==> src/rtl/stk_pkg.sv <==
package stk_pkg;
  localparam int WORD = 16;

  typedef enum logic [2:0] {T_KEEP, T_NOS, T_ALU, T_LIT, T_RTOP, T_MTOP, T_RDATA} tosSel_e;
  typedef enum logic [1:0] {N_KEEP, N_TOS, N_MTOP, N_M2} nosSel_e;
  typedef enum logic [2:0] {M_NONE, M_PUSHNOS, M_PUSHTOS, M_TOPNOS, M_TOPTOS} memOp_e;
  typedef enum logic [1:0] {D_KEEP, D_INC, D_DEC, D_DEC2} dDelta_e;
  typedef enum logic [1:0] {R_NONE, R_PUSHTOS, R_PUSHLIT, R_POP} rOp_e;
  typedef enum logic [2:0] {A_ADD, A_SUB, A_SHL, A_SAR, A_NOT, A_EQ} aluOp_e;

  typedef struct packed {
    tosSel_e          tosSel;
    nosSel_e          nosSel;
    memOp_e           memOp;
    dDelta_e          dDelta;
    rOp_e             rOp;
    aluOp_e           aluOp;
    logic [1:0]       need;
    logic             memWr;
    logic [WORD-1:0]  lit;
  } strobe_t;

  localparam logic [4:0] OP_ADD  = 5'd1;
  localparam logic [4:0] OP_SUB  = 5'd2;
  localparam logic [4:0] OP_SHL  = 5'd3;
  localparam logic [4:0] OP_SAR  = 5'd4;
  localparam logic [4:0] OP_NOT  = 5'd5;
  localparam logic [4:0] OP_EQ   = 5'd6;
  localparam logic [4:0] OP_DUP  = 5'd7;
  localparam logic [4:0] OP_DROP = 5'd8;
  localparam logic [4:0] OP_SWAP = 5'd9;
  localparam logic [4:0] OP_OVER = 5'd10;
  localparam logic [4:0] OP_NIP  = 5'd11;
  localparam logic [4:0] OP_TUCK = 5'd12;
  localparam logic [4:0] OP_ROT  = 5'd13;
  localparam logic [4:0] OP_MROT = 5'd14;
  localparam logic [4:0] OP_LOAD = 5'd15;
  localparam logic [4:0] OP_STOR = 5'd16;
  localparam logic [4:0] OP_TOR  = 5'd17;
  localparam logic [4:0] OP_FROMR = 5'd18;

  localparam logic [2:0] CL_STACK = 3'd0;
  localparam logic [2:0] CL_JMP   = 3'd1;
  localparam logic [2:0] CL_JZ    = 3'd2;
  localparam logic [2:0] CL_CALL  = 3'd3;
  localparam logic [2:0] CL_RET   = 3'd4;
endpackage

==> src/rtl/stk_alu.sv <==
module stk_alu
  import stk_pkg::*;
(
  input  aluOp_e          op,
  input  logic [WORD-1:0] tos,
  input  logic [WORD-1:0] nos,
  output logic [WORD-1:0] res
);
  logic            isSub;
  logic [WORD-1:0] opB, sum;

  // one adder: subtract = add inverted top with carry-in set
  assign isSub = (op == A_SUB);
  assign opB   = isSub ? ~tos : tos;
  assign sum   = nos + opB + {{(WORD-1){1'b0}}, isSub};

  always_comb begin
    unique case (op)
      A_ADD, A_SUB: res = sum;
      A_SHL:        res = {tos[WORD-2:0], 1'b0};
      A_SAR:        res = {tos[WORD-1], tos[WORD-1:1]};
      A_NOT:        res = ~tos;
      A_EQ:         res = (nos == tos) ? {WORD{1'b1}} : '0;
      default:      res = sum;
    endcase
  end
endmodule

==> src/rtl/stk_ctrl.sv <==
module stk_ctrl
  import stk_pkg::*;
#(
  parameter int AW = 12
) (
  input  logic            clk,
  input  logic            rstN,
  input  logic [WORD-1:0] instr,
  input  logic [WORD-1:0] tosVal,
  input  logic [AW-1:0]   rTopAddr,
  output strobe_t         strb,
  output logic [AW-1:0]   pc,
  output logic            xferPhase
);
  typedef enum logic {S_RUN, S_XFER} state_e;
  state_e        state;
  logic [AW-1:0] tgt, tgtNext, field, pcInc;
  logic          isCtl;

  assign field     = instr[AW-1:0];
  assign pcInc     = pc + 1'b1;
  assign xferPhase = (state == S_XFER);
  assign isCtl     = !instr[15] && (instr[14:12] inside {CL_JMP, CL_JZ, CL_CALL, CL_RET});

  always_comb begin
    strb    = '0;
    tgtNext = pcInc;
    if (state == S_RUN) begin
      if (instr[15]) begin
        strb.tosSel = T_LIT; strb.nosSel = N_TOS; strb.memOp = M_PUSHNOS;
        strb.dDelta = D_INC; strb.lit = {1'b0, instr[14:0]};
      end else begin
        unique case (instr[14:12])
          CL_JMP:  tgtNext = field;
          CL_JZ: begin
            strb.tosSel = T_NOS; strb.nosSel = N_MTOP; strb.dDelta = D_DEC; strb.need = 2'd1;
            tgtNext = (tosVal == '0) ? field : pcInc;
          end
          CL_CALL: begin
            strb.rOp = R_PUSHLIT; strb.lit = WORD'(pcInc); tgtNext = field;
          end
          CL_RET: begin
            strb.rOp = R_POP; tgtNext = rTopAddr;
          end
          CL_STACK: begin
            unique case (instr[4:0])
              OP_ADD, OP_SUB, OP_EQ: begin
                strb.tosSel = T_ALU; strb.nosSel = N_MTOP; strb.dDelta = D_DEC; strb.need = 2'd2;
                strb.aluOp = (instr[4:0] == OP_ADD) ? A_ADD : (instr[4:0] == OP_SUB) ? A_SUB : A_EQ;
              end
              OP_SHL, OP_SAR, OP_NOT: begin
                strb.tosSel = T_ALU; strb.need = 2'd1;
                strb.aluOp = (instr[4:0] == OP_SHL) ? A_SHL : (instr[4:0] == OP_SAR) ? A_SAR : A_NOT;
              end
              OP_DUP: begin
                strb.nosSel = N_TOS; strb.memOp = M_PUSHNOS; strb.dDelta = D_INC; strb.need = 2'd1;
              end
              OP_DROP: begin
                strb.tosSel = T_NOS; strb.nosSel = N_MTOP; strb.dDelta = D_DEC; strb.need = 2'd1;
              end
              OP_SWAP: begin
                strb.tosSel = T_NOS; strb.nosSel = N_TOS; strb.need = 2'd2;
              end
              OP_OVER: begin
                strb.tosSel = T_NOS; strb.nosSel = N_TOS; strb.memOp = M_PUSHNOS;
                strb.dDelta = D_INC; strb.need = 2'd2;
              end
              OP_NIP: begin
                strb.nosSel = N_MTOP; strb.dDelta = D_DEC; strb.need = 2'd2;
              end
              OP_TUCK: begin
                strb.memOp = M_PUSHTOS; strb.dDelta = D_INC; strb.need = 2'd2;
              end
              OP_ROT: begin
                strb.tosSel = T_MTOP; strb.nosSel = N_TOS; strb.memOp = M_TOPNOS; strb.need = 2'd3;
              end
              OP_MROT: begin
                strb.tosSel = T_NOS; strb.nosSel = N_MTOP; strb.memOp = M_TOPTOS; strb.need = 2'd3;
              end
              OP_LOAD: begin
                strb.tosSel = T_RDATA; strb.need = 2'd1;
              end
              OP_STOR: begin
                strb.tosSel = T_MTOP; strb.nosSel = N_M2; strb.dDelta = D_DEC2;
                strb.need = 2'd2; strb.memWr = 1'b1;
              end
              OP_TOR: begin
                strb.tosSel = T_NOS; strb.nosSel = N_MTOP; strb.dDelta = D_DEC;
                strb.need = 2'd1; strb.rOp = R_PUSHTOS;
              end
              OP_FROMR: begin
                strb.tosSel = T_RTOP; strb.nosSel = N_TOS; strb.memOp = M_PUSHNOS;
                strb.dDelta = D_INC; strb.rOp = R_POP;
              end
              default: ;
            endcase
          end
          default: ;
        endcase
      end
    end
  end

  always_ff @(posedge clk or negedge rstN) begin
    if (!rstN) begin
      state <= S_RUN;
      pc    <= '0;
      tgt   <= '0;
    end else if (state == S_XFER) begin
      state <= S_RUN;
      pc    <= tgt;
    end else if (isCtl) begin
      state <= S_XFER;
      tgt   <= tgtNext;
    end else begin
      pc <= pcInc;
    end
  end
endmodule

==> src/rtl/stk_dpath.sv <==
module stk_dpath
  import stk_pkg::*;
#(
  parameter int DEPTH = 16,
  localparam int DW = $clog2(DEPTH + 1),
  localparam int MI = $clog2(DEPTH)
) (
  input  logic            clk,
  input  logic            rstN,
  input  strobe_t         strb,
  input  logic [WORD-1:0] dataRdata,
  output logic [WORD-1:0] tos,
  output logic [WORD-1:0] nos,
  output logic [WORD-1:0] rTop,
  output logic [DW-1:0]   dDepth,
  output logic [DW-1:0]   rDepth,
  output logic            dataWe,
  output logic            ovfFlag,
  output logic            unfFlag
);
  logic [WORD-1:0] dMem [DEPTH];
  logic [WORD-1:0] rMem [DEPTH];
  logic [WORD-1:0] mTop, m2, aluRes, tosN, nosN, memWVal, rWVal;
  logic [MI-1:0]   memWIdx;
  logic            memW, rPush, rPop, dPush, unfNow, ovfNow, fault;

  stk_alu u_alu (.op(strb.aluOp), .tos(tos), .nos(nos), .res(aluRes));

  assign mTop  = (dDepth >= DW'(3)) ? dMem[MI'(dDepth - DW'(3))] : '0;
  assign m2    = (dDepth >= DW'(4)) ? dMem[MI'(dDepth - DW'(4))] : '0;
  assign rTop  = (rDepth != '0) ? rMem[MI'(rDepth - DW'(1))] : '0;
  assign dPush = (strb.dDelta == D_INC);
  assign rPush = (strb.rOp == R_PUSHTOS) || (strb.rOp == R_PUSHLIT);
  assign rPop  = (strb.rOp == R_POP);

  assign unfNow = (DW'(strb.need) > dDepth) || (rPop && rDepth == '0);
  assign ovfNow = (dPush && dDepth == DW'(DEPTH)) || (rPush && rDepth == DW'(DEPTH));
  assign fault  = unfNow || ovfNow;
  assign dataWe = strb.memWr && !fault;
  assign rWVal  = (strb.rOp == R_PUSHTOS) ? tos : strb.lit;

  always_comb begin
    unique case (strb.tosSel)
      T_NOS:   tosN = nos;
      T_ALU:   tosN = aluRes;
      T_LIT:   tosN = strb.lit;
      T_RTOP:  tosN = rTop;
      T_MTOP:  tosN = mTop;
      T_RDATA: tosN = dataRdata;
      default: tosN = tos;
    endcase
    unique case (strb.nosSel)
      N_TOS:   nosN = tos;
      N_MTOP:  nosN = mTop;
      N_M2:    nosN = m2;
      default: nosN = nos;
    endcase
    memW    = 1'b0;
    memWIdx = MI'(dDepth - DW'(2));
    memWVal = nos;
    unique case (strb.memOp)
      M_PUSHNOS: memW = (dDepth >= DW'(2));
      M_PUSHTOS: begin memW = (dDepth >= DW'(2)); memWVal = tos; end
      M_TOPNOS:  begin memW = 1'b1; memWIdx = MI'(dDepth - DW'(3)); end
      M_TOPTOS:  begin memW = 1'b1; memWIdx = MI'(dDepth - DW'(3)); memWVal = tos; end
      default: ;
    endcase
  end

  always_ff @(posedge clk) begin
    if (rstN && !fault && memW) dMem[memWIdx] <= memWVal;
    if (rstN && !fault && rPush) rMem[MI'(rDepth)] <= rWVal;
  end

  always_ff @(posedge clk or negedge rstN) begin
    if (!rstN) begin
      tos <= '0; nos <= '0; dDepth <= '0; rDepth <= '0;
      ovfFlag <= 1'b0; unfFlag <= 1'b0;
    end else begin
      ovfFlag <= ovfFlag | ovfNow;
      unfFlag <= unfFlag | unfNow;
      if (!fault) begin
        tos <= tosN;
        nos <= nosN;
        unique case (strb.dDelta)
          D_INC:   dDepth <= dDepth + DW'(1);
          D_DEC:   dDepth <= dDepth - DW'(1);
          D_DEC2:  dDepth <= dDepth - DW'(2);
          default: ;
        endcase
        if (rPush)     rDepth <= rDepth + DW'(1);
        else if (rPop) rDepth <= rDepth - DW'(1);
      end
    end
  end
endmodule

==> src/rtl/stk_core.sv <==
module stk_core
  import stk_pkg::*;
#(
  parameter int DEPTH = 16,
  parameter int AW = 12,
  localparam int DW = $clog2(DEPTH + 1)
) (
  input  logic            clk,
  input  logic            rstN,
  output logic [AW-1:0]   progAddr,
  input  logic [WORD-1:0] progData,
  output logic [WORD-1:0] dataAddr,
  output logic [WORD-1:0] dataWdata,
  output logic            dataWe,
  input  logic [WORD-1:0] dataRdata,
  output logic [WORD-1:0] tosOut,
  output logic [WORD-1:0] nosOut,
  output logic [WORD-1:0] rTopOut,
  output logic [DW-1:0]   dDepth,
  output logic [DW-1:0]   rDepth,
  output logic            ovfFlag,
  output logic            unfFlag
);
  strobe_t strb;
  logic    xferPhase;

  stk_ctrl #(.AW(AW)) u_ctrl (
    .clk(clk), .rstN(rstN), .instr(progData), .tosVal(tosOut),
    .rTopAddr(rTopOut[AW-1:0]), .strb(strb), .pc(progAddr), .xferPhase(xferPhase)
  );

  stk_dpath #(.DEPTH(DEPTH)) u_dpath (
    .clk(clk), .rstN(rstN), .strb(strb), .dataRdata(dataRdata),
    .tos(tosOut), .nos(nosOut), .rTop(rTopOut), .dDepth(dDepth), .rDepth(rDepth),
    .dataWe(dataWe), .ovfFlag(ovfFlag), .unfFlag(unfFlag)
  );

  assign dataAddr  = tosOut;
  assign dataWdata = nosOut;
endmodule

==> config.mk <==
export PLATFORM = sky130hd
export DESIGN_NAME = stk_core
export DESIGN_NICKNAME = d
export VERILOG_FILES = /design/src/rtl/stk_pkg.sv /design/src/rtl/stk_alu.sv /design/src/rtl/stk_ctrl.sv /design/src/rtl/stk_dpath.sv /design/src/rtl/stk_core.sv
export SDC_FILE = /design/constraint.sdc
export NUM_CORES = 1
export LEC_CHECK = 0
export ABC_CLOCK_PERIOD_IN_PS = 6050
export BUFFER_PORTS_ARGS = -buffer_cell sky130_fd_sc_hd__buf_4
export CORE_MARGIN = 2
export CORE_UTILIZATION = 55
export CTS_BUF_LIST = sky130_fd_sc_hd__clkbuf_16
export CTS_CLUSTER_SIZE = 12
export DETAILED_ROUTE_END_ITERATION = 8
export GPL_ROUTABILITY_DRIVEN = 0
export PLACE_DENSITY = 0.81
export REMOVE_ABC_BUFFERS = 1
export SLEW_MARGIN = 20
export SYNTH_ARGS = -nofsm -noshare
export SYNTH_HDL_FRONTEND = slang
export SYNTH_SLANG_ARGS = --single-unit
==> constraint.sdc <==
create_clock -name clk -period 6.05 [get_ports clk]
set_clock_uncertainty 0.05 [all_clocks]
set_input_delay 1.5125 -clock clk [delete_from_list [all_inputs] [get_ports clk]]
set_output_delay 1.5125 -clock clk [all_outputs]
set_load 0.01 [all_outputs]
======== Word-level counts from Yosys, hierarchy flattened ========
Memories as Yosys holds them, arrays and structs flattened.
Cells that the tools add are included.
operators by class
  bitwise gates (word level) .............. 5
  divide/modulo/power cells ............... 0
  reduce and logical (&&, ||, !) cells .... 46
  eq/ne operators ......................... 51
  mux-type cells .......................... 50
  $add $sub $neg .......................... 10
  multiply operators ...................... 0
  shift-type cells ........................ 0
  order comparisons ....................... 4
operators with widths
  operator               number
  $mux 16                8
  $pmux 16 s6            1
  $pmux 16 s4            1
  $mux 12                5
  $pmux 16 s3            1
  $eq 5x4->1 const B     8
  $pmux 12 s3            1
  $mux 34                1
  $eq 5x5->1 const B     5
  $eq 3x2->1 const B     8
  $pmux 2 s3             4
  $eq 3x3->1 const B     7
  $eq 5x3->1 const B     4
  $mux 3                 6
  $add 16x1->16          1
  $add 16x16->16         1
  $eq 16x16->1           1
  $logic_not 16->1       1
  $not 16->16            1
  $pmux 3 s5             1
  $pmux 5 s3             1
  $reduce_or 7->1        2
  $add 12x1->12 const B  1
  $eq 2x2->1 const B     6
  44 further kinds       90
word-level totals
  memory bits (read-only) ................. 0
  output and inout port bits .............. 105
  register bits after elaboration ......... 69
  memories kept ........................... 2
  bits in writable memories ............... 512
  word-level logic and storage cells ...... 178
  latch bits .............................. 0
memory list
  name          depth  bits a word  rd ports  clocked after memory_dff  write ports  line             text
  u_dpath.dMem  16     16           2         0                         1            stk_dpath.sv:21  logic [WORD-1:0] dMem [DEPTH];
  u_dpath.rMem  16     16           1         0                         1            stk_dpath.sv:22  logic [WORD-1:0] rMem [DEPTH];

======== Longest topological paths before layout ========
  word-level depth ........................ 17
  gate-level depth with buffers ........... 18
  mapped depth without buffers ............ 17

======== By module ========
Synthesis repeated with hierarchy kept, for this count alone.
second synthesis, totals
  cell total of the unflattened synthesis .. 2,252
  area, all modules ....................... 30,098.9 sq um
by module, submodules not included
  module     cells each  instances  area an instance (sq um)
  stk_dpath  1,690       1          25,994.9
  stk_ctrl   304         1          2,262.2
  stk_alu    226         1          1,601.5
  stk_core   32          1          240.2

======== Worst setup path after synthesis ========
OpenSTA, ideal clock, no wires.
  path kind ............................... input port to flip-flop
  start ................................... input port progData[4]
  end ..................................... memory u_dpath.rMem[0][0], enable pin
  data required time ...................... 5.591 ns
  arrival time ............................ 5.068 ns
  setup time .............................. 0.409 ns
  path buffers ............................ 1
  cell stages on the path ................. 12
  setup slack ............................. 0.522 ns
  cell sequence ........................... clkbuf_1 > nor4b_2 > a21oi_1 > o31ai_1 > nand2_1 > ha_1 > inv_1 > a41oi_1 > nand4_1 > nor2_1 > nand2_1 > nor3_1
on the way
  cells in the longest elaborated chain, start to end .. 15
  elaborated cells between the ends (all ways) .. 49
  those cells by class .................... order compare (1); eq/ne (22); mux (11); reduce/logical (15)
RTL lines
  item                                                                line                            text
  start, declared                                                     stk_core.sv:11                  input logic [WORD-1:0] progData,
  $eq 5x3->1 (tied with other cells)                                  stk_ctrl.sv:46                  unique case (instr[4:0])
  $reduce_or 6->1 (no source line) (tied with other cells)            --
  $pmux 2 s3, on equally long branches                                stk_ctrl.sv:46, stk_ctrl.sv:33
  $pmux 2 s2 / $mux 8 (equally long branches)                         stk_ctrl.sv:33, stk_ctrl.sv:29
  $mux 10 / $mux 34 (equally long branches)                           stk_ctrl.sv:29, stk_ctrl.sv:28
  $mux 34 (*)                                                         stk_ctrl.sv:28                  if (state == S_RUN) begin
  parallel branches: the longest is 6 deep, another holds $gt 2x5->1  --
  $logic_and 1x1->1 (*)                                               stk_dpath.sv:72                 if (rstN && !fault && rPush) rMem[MI'(rDepth)] <= rWVal;
  $mux 1 (*)                                                          stk_dpath.sv:72
  $mux 1 (not written as such) (*)                                    stk_dpath.sv:72
  end, declared                                                       stk_dpath.sv:22
Every way passes the cells marked *.

======== Worst setup path after layout ========
  start ................................... input port progData[3]
  end ..................................... output port dataWe
on the way
  cells in the longest elaborated chain, start to end .. 12
  elaborated cells between the ends (all ways) .. 48
  those cells by class .................... order compare (1); eq/ne (22); mux (11); reduce/logical (14)
RTL lines
  item                                                                line                            text
  $eq 5x3->1 (tied with other cells)                                  stk_ctrl.sv:46
  $reduce_or 6->1 (no source line) (tied with other cells)            --
  $pmux 2 s3, on equally long branches                                stk_ctrl.sv:46, stk_ctrl.sv:33
  $pmux 2 s2 / $mux 8 (equally long branches)                         stk_ctrl.sv:33, stk_ctrl.sv:29
  $mux 10 / $mux 34 (equally long branches)                           stk_ctrl.sv:29, stk_ctrl.sv:28
  $mux 34 (*)                                                         stk_ctrl.sv:28
  parallel branches: the longest is 5 deep, another holds $gt 2x5->1  --
  $logic_and 1x1->1 (*)                                               stk_dpath.sv:39                 assign dataWe = strb.memWr && !fault;
  end, declared                                                       stk_core.sv:14                  output logic dataWe,
Marked as above.

==> flow_summary_export.csv <==
group,metric,value,unit
run_status,outcome,"completed",
setup_path,crit_required,4490,ps
pwr,p_comb_frac,0.498,
die,io_pins,139,
setup_path,path_class,"primary input to output pin",
clock_tree,clkSlewWorstSetupHoldPaths,60,ps
clock_tree,cts_tree,"done",
synth,ys_ff_latch,581,
clock_tree,htree_num_levels,2,
setup_path,crit_slowest_cell,"nor3_1",
layout,final_common_cell,"edfxtp_1",
clock_tree,cts.hold.buffers_added,0,
routing,drtIter0Drc,3495,
synth,synth-seq-area-share,0.587,
hold_path,worstHoldPathType,"register to register",
die,die-area,54900,sq um
routing,viasPerCell,7.16,
synth,async_reset_ff_frac,0.119,
place,post-place-ws,189,ps
pwr,p_leak,11.2,nW
layout,fillCellCount,3547,
pwr,swShare,0.413,
timing,max_freq,168,MHz
routing,detail_route.wirelength,86.1,mm
synth,yosysWarnings,0,
pwr,p_int,0.0107,W
setup_path,cp_max_fo,23,
timing,tns,0,ps
routing,drc_errors,0,
clock_tree,clk_latency,620,ps
clock_tree,cts_root_buf,"clkbuf_16",
place,place_area,31200,sq um
setup_path,end_kind,"output pin",
setup_path,cp_slowest_stage_delay,440,ps
clock_tree,clk_path_buf_depth,3,
setup_path,critPathArrivalTime,4410,ps
setup_path,cp_cell_sequence,"buf_4, nor2b_2, nor2_1, a21oi_1, a22oi_1, nor2_1, o21ai_0, ha_1, and4_1, a41oi_1, nand3_1, nor3_1, buf_4",
clock_tree,cts_buffers,58,
synth,synth_edf_count,512,
grt,antenna_found_initial,1,
timing,drv_slew,0,
routing,detail-route-antenna-nets,0,
timing,tightest_slew,1080,ps
die,die_w,234,um
grt,grt_max_degree,63,
synth,synth_top_cell_by_area,"edfxtp_1",
grt,grt-ovfl-total,0,
routing,firstDrtPassIters,9,
routing,vias,20100,
routing,routedWlPerCell,30.7,um
synth,synth.cell_area,29100,sq um
layout,syn2layout_area_growth,13.0,%
synth,synth_top_area_frac,0.527,
synth,syn_avg_cell_area,14.9,sq um
die,start_util,0.556,
pwr,ir_drop,0.000404,V
die,core,52400,sq um
layout,finalNetCount,2153,
pwr,p_per_area,552,nW/um^2
synth,synth_ff_type,"edfxtp_1",
synth,postSynthCellCount,1958,
layout,final_cell_mix,"512 x edfxtp_1, 222 x buf_4, 210 x mux4_2",
timing,min_period,5970,ps
grt,grt_pass1_vias,19300,
pwr,power_frac_seq,0.320,
place,place_hpwl,54.9,mm
layout,antenna_cells,0,
layout,drive_above_1_share,0.280,
run,cap_violations,0,
timing,fin_ws,81.3,ps
synth,synthTopCellsByArea,"edfxtp_1 53%, mux4_2 16%, dfrtp_1 5.9%, mux2i_1 2.4%, ha_1 1.8%",
synth,synth_cell_types,81,
grt,grt.total_usage,0.313,
clock_tree,cts_sinks,581,
timing,hold_viol,0,
timing,rsz0062_at_grt,"no",
timing,period_share,0.987,
grt,grt_pass1_wl,126,mm
die,die_h,234,um
place,io_buffers,138,
die,rows,84,
pwr,clock_power_share,0.182,
layout,fin_area,32900,sq um
timing,fin_hold_ws,440,ps
timing,setup_viol,0,
pwr,power_switching,0.00750,W
timing,slew_headroom,0.276,
setup_path,critPathLaunchType,"primary input",
## power groups by stage
stage / logic, W / registers (W) / clock network, W
after floorplan: 0.00541 / 0.00588 / 0
after global placement: 0.00844 / 0.00581 / 0
after detailed placement: 0.00867 / 0.00583 / 0
after CTS: 0.00884 / 0.00576 / 0.00332
after global routing: 0.00942 / 0.00583 / 0.00347
final: 0.00905 / 0.00582 / 0.00330
## metal layers
layer	routed length, um	track usage	part of all wire	vias up
met2	40600	0.497	0.47	1736
met5	13	0	0.00015	-
met1	29200	0.406	0.34	9911
met3	10900	0.0782	0.13	403
met4	5330	0.153	0.062	2
li1	-	-	-	8024
## kinds of logic after synthesis
logic type / count (synthesis) / share of synthesized area
flops: 581 / 0.587
fa+ha+maj: 44 / 0.0194
simple gates: 414 / 0.0672
mux: 300 / 0.194
xor+xnor: 72 / 0.0216
buf+inv: 200 / 0.0312
compound gates: 347 / 0.0798
## cells in the mapped netlist, types with 26 or more instances
cell / n
o21ai_0: 85
xnor2_1: 54
a22oi_1: 26
a21oi_1: 49
nor2_1: 130
clkbuf_1: 98
mux2i_1: 69
a31oi_1: 34
o22ai_1: 28
nand2_1: 132
buf_4: 33
ha_1: 42
dfrtp_1: 69
edfxtp_1: 512
mux4_2: 210
## what timing repair did
item / CTS / global route
endpoints found under the hold margin: 0 / 0
buffers inserted: 0 / 0
setup endpoints to repair: 0 / 1
resized for setup: 0 / 1
## final cells by class
type / instances / area [sq um] / area share
repair buffers: 231 / 1840 / 0.0558
clock inverters: 43 / 253 / 0.00768
well taps: 688 / 861 / 0.0261
clock buffers: 58 / 1450 / 0.0441
multi-input cells: 1177 / 11300 / 0.344
inverters: 26 / 97.6 / 0.00296
flip-flops and latches: 581 / 17100 / 0.520
## sequential cells by signal, indices dropped and copies added (netlist names)
signal and cells:
u_ctrl.pc 12, u_dpath.unfFlag 1, u_dpath.rMem 256, u_dpath.ovfFlag 1
u_dpath.tos 16, u_dpath.dMem 256, u_dpath.dDepth 5, u_dpath.rDepth 5
u_dpath.nos 16, u_ctrl.tgt 12, u_ctrl.xferPhase 1
## stage by stage
| stage | total power [W] | util | instances |
|---|---|---|---|
| after floorplan | 0.0113 | - | 1784 |
| after global placement | 0.0142 | 0.595 | 2703 |
| after detailed placement | 0.0145 | 0.595 | 2703 |
| after CTS | 0.0179 | 0.628 | 2804 |
| after global routing | 0.0187 | 0.628 | 2804 |
| final | 0.0182 | 0.628 | 2804 |
## critical path: cells and delay by family
| family | cells | cell delay (ps) |
|---|---|---|
| buffers and inverters | 2 | 470 |
| adders and majority gates | 1 | 300 |
| and+or+nand+nor | 6 | 1340 |
| AOI/OAI and AO/OA | 4 | 790 |
## final timing paths
check / from / cells after the start / endpoint / slack [ps]
worst max register to register: u_dpath.dDepth[3]$_DFFE_PN0P_ / 9 / u_dpath.dMem[15][13]$_DFFE_PP_ / 1550
worst min-delay path: u_ctrl.tgt[11]$_DFFE_PN0P_ / 2 / u_ctrl.pc[11]$_DFFE_PN0N_ / 440
worst min register to register: u_ctrl.tgt[11]$_DFFE_PN0P_ / 2 / u_ctrl.pc[11]$_DFFE_PN0N_ / 440
max in group asynchronous: rstN / 2 / u_ctrl.pc[10]$_DFFE_PN0N_ / 4180
min in group asynchronous: rstN / 1 / u_ctrl.tgt[2]$_DFFE_PN0P_ / 780
worst max-delay path: progData[3] / 13 / dataWe / 80
Power figures use the tool's default switching activity.
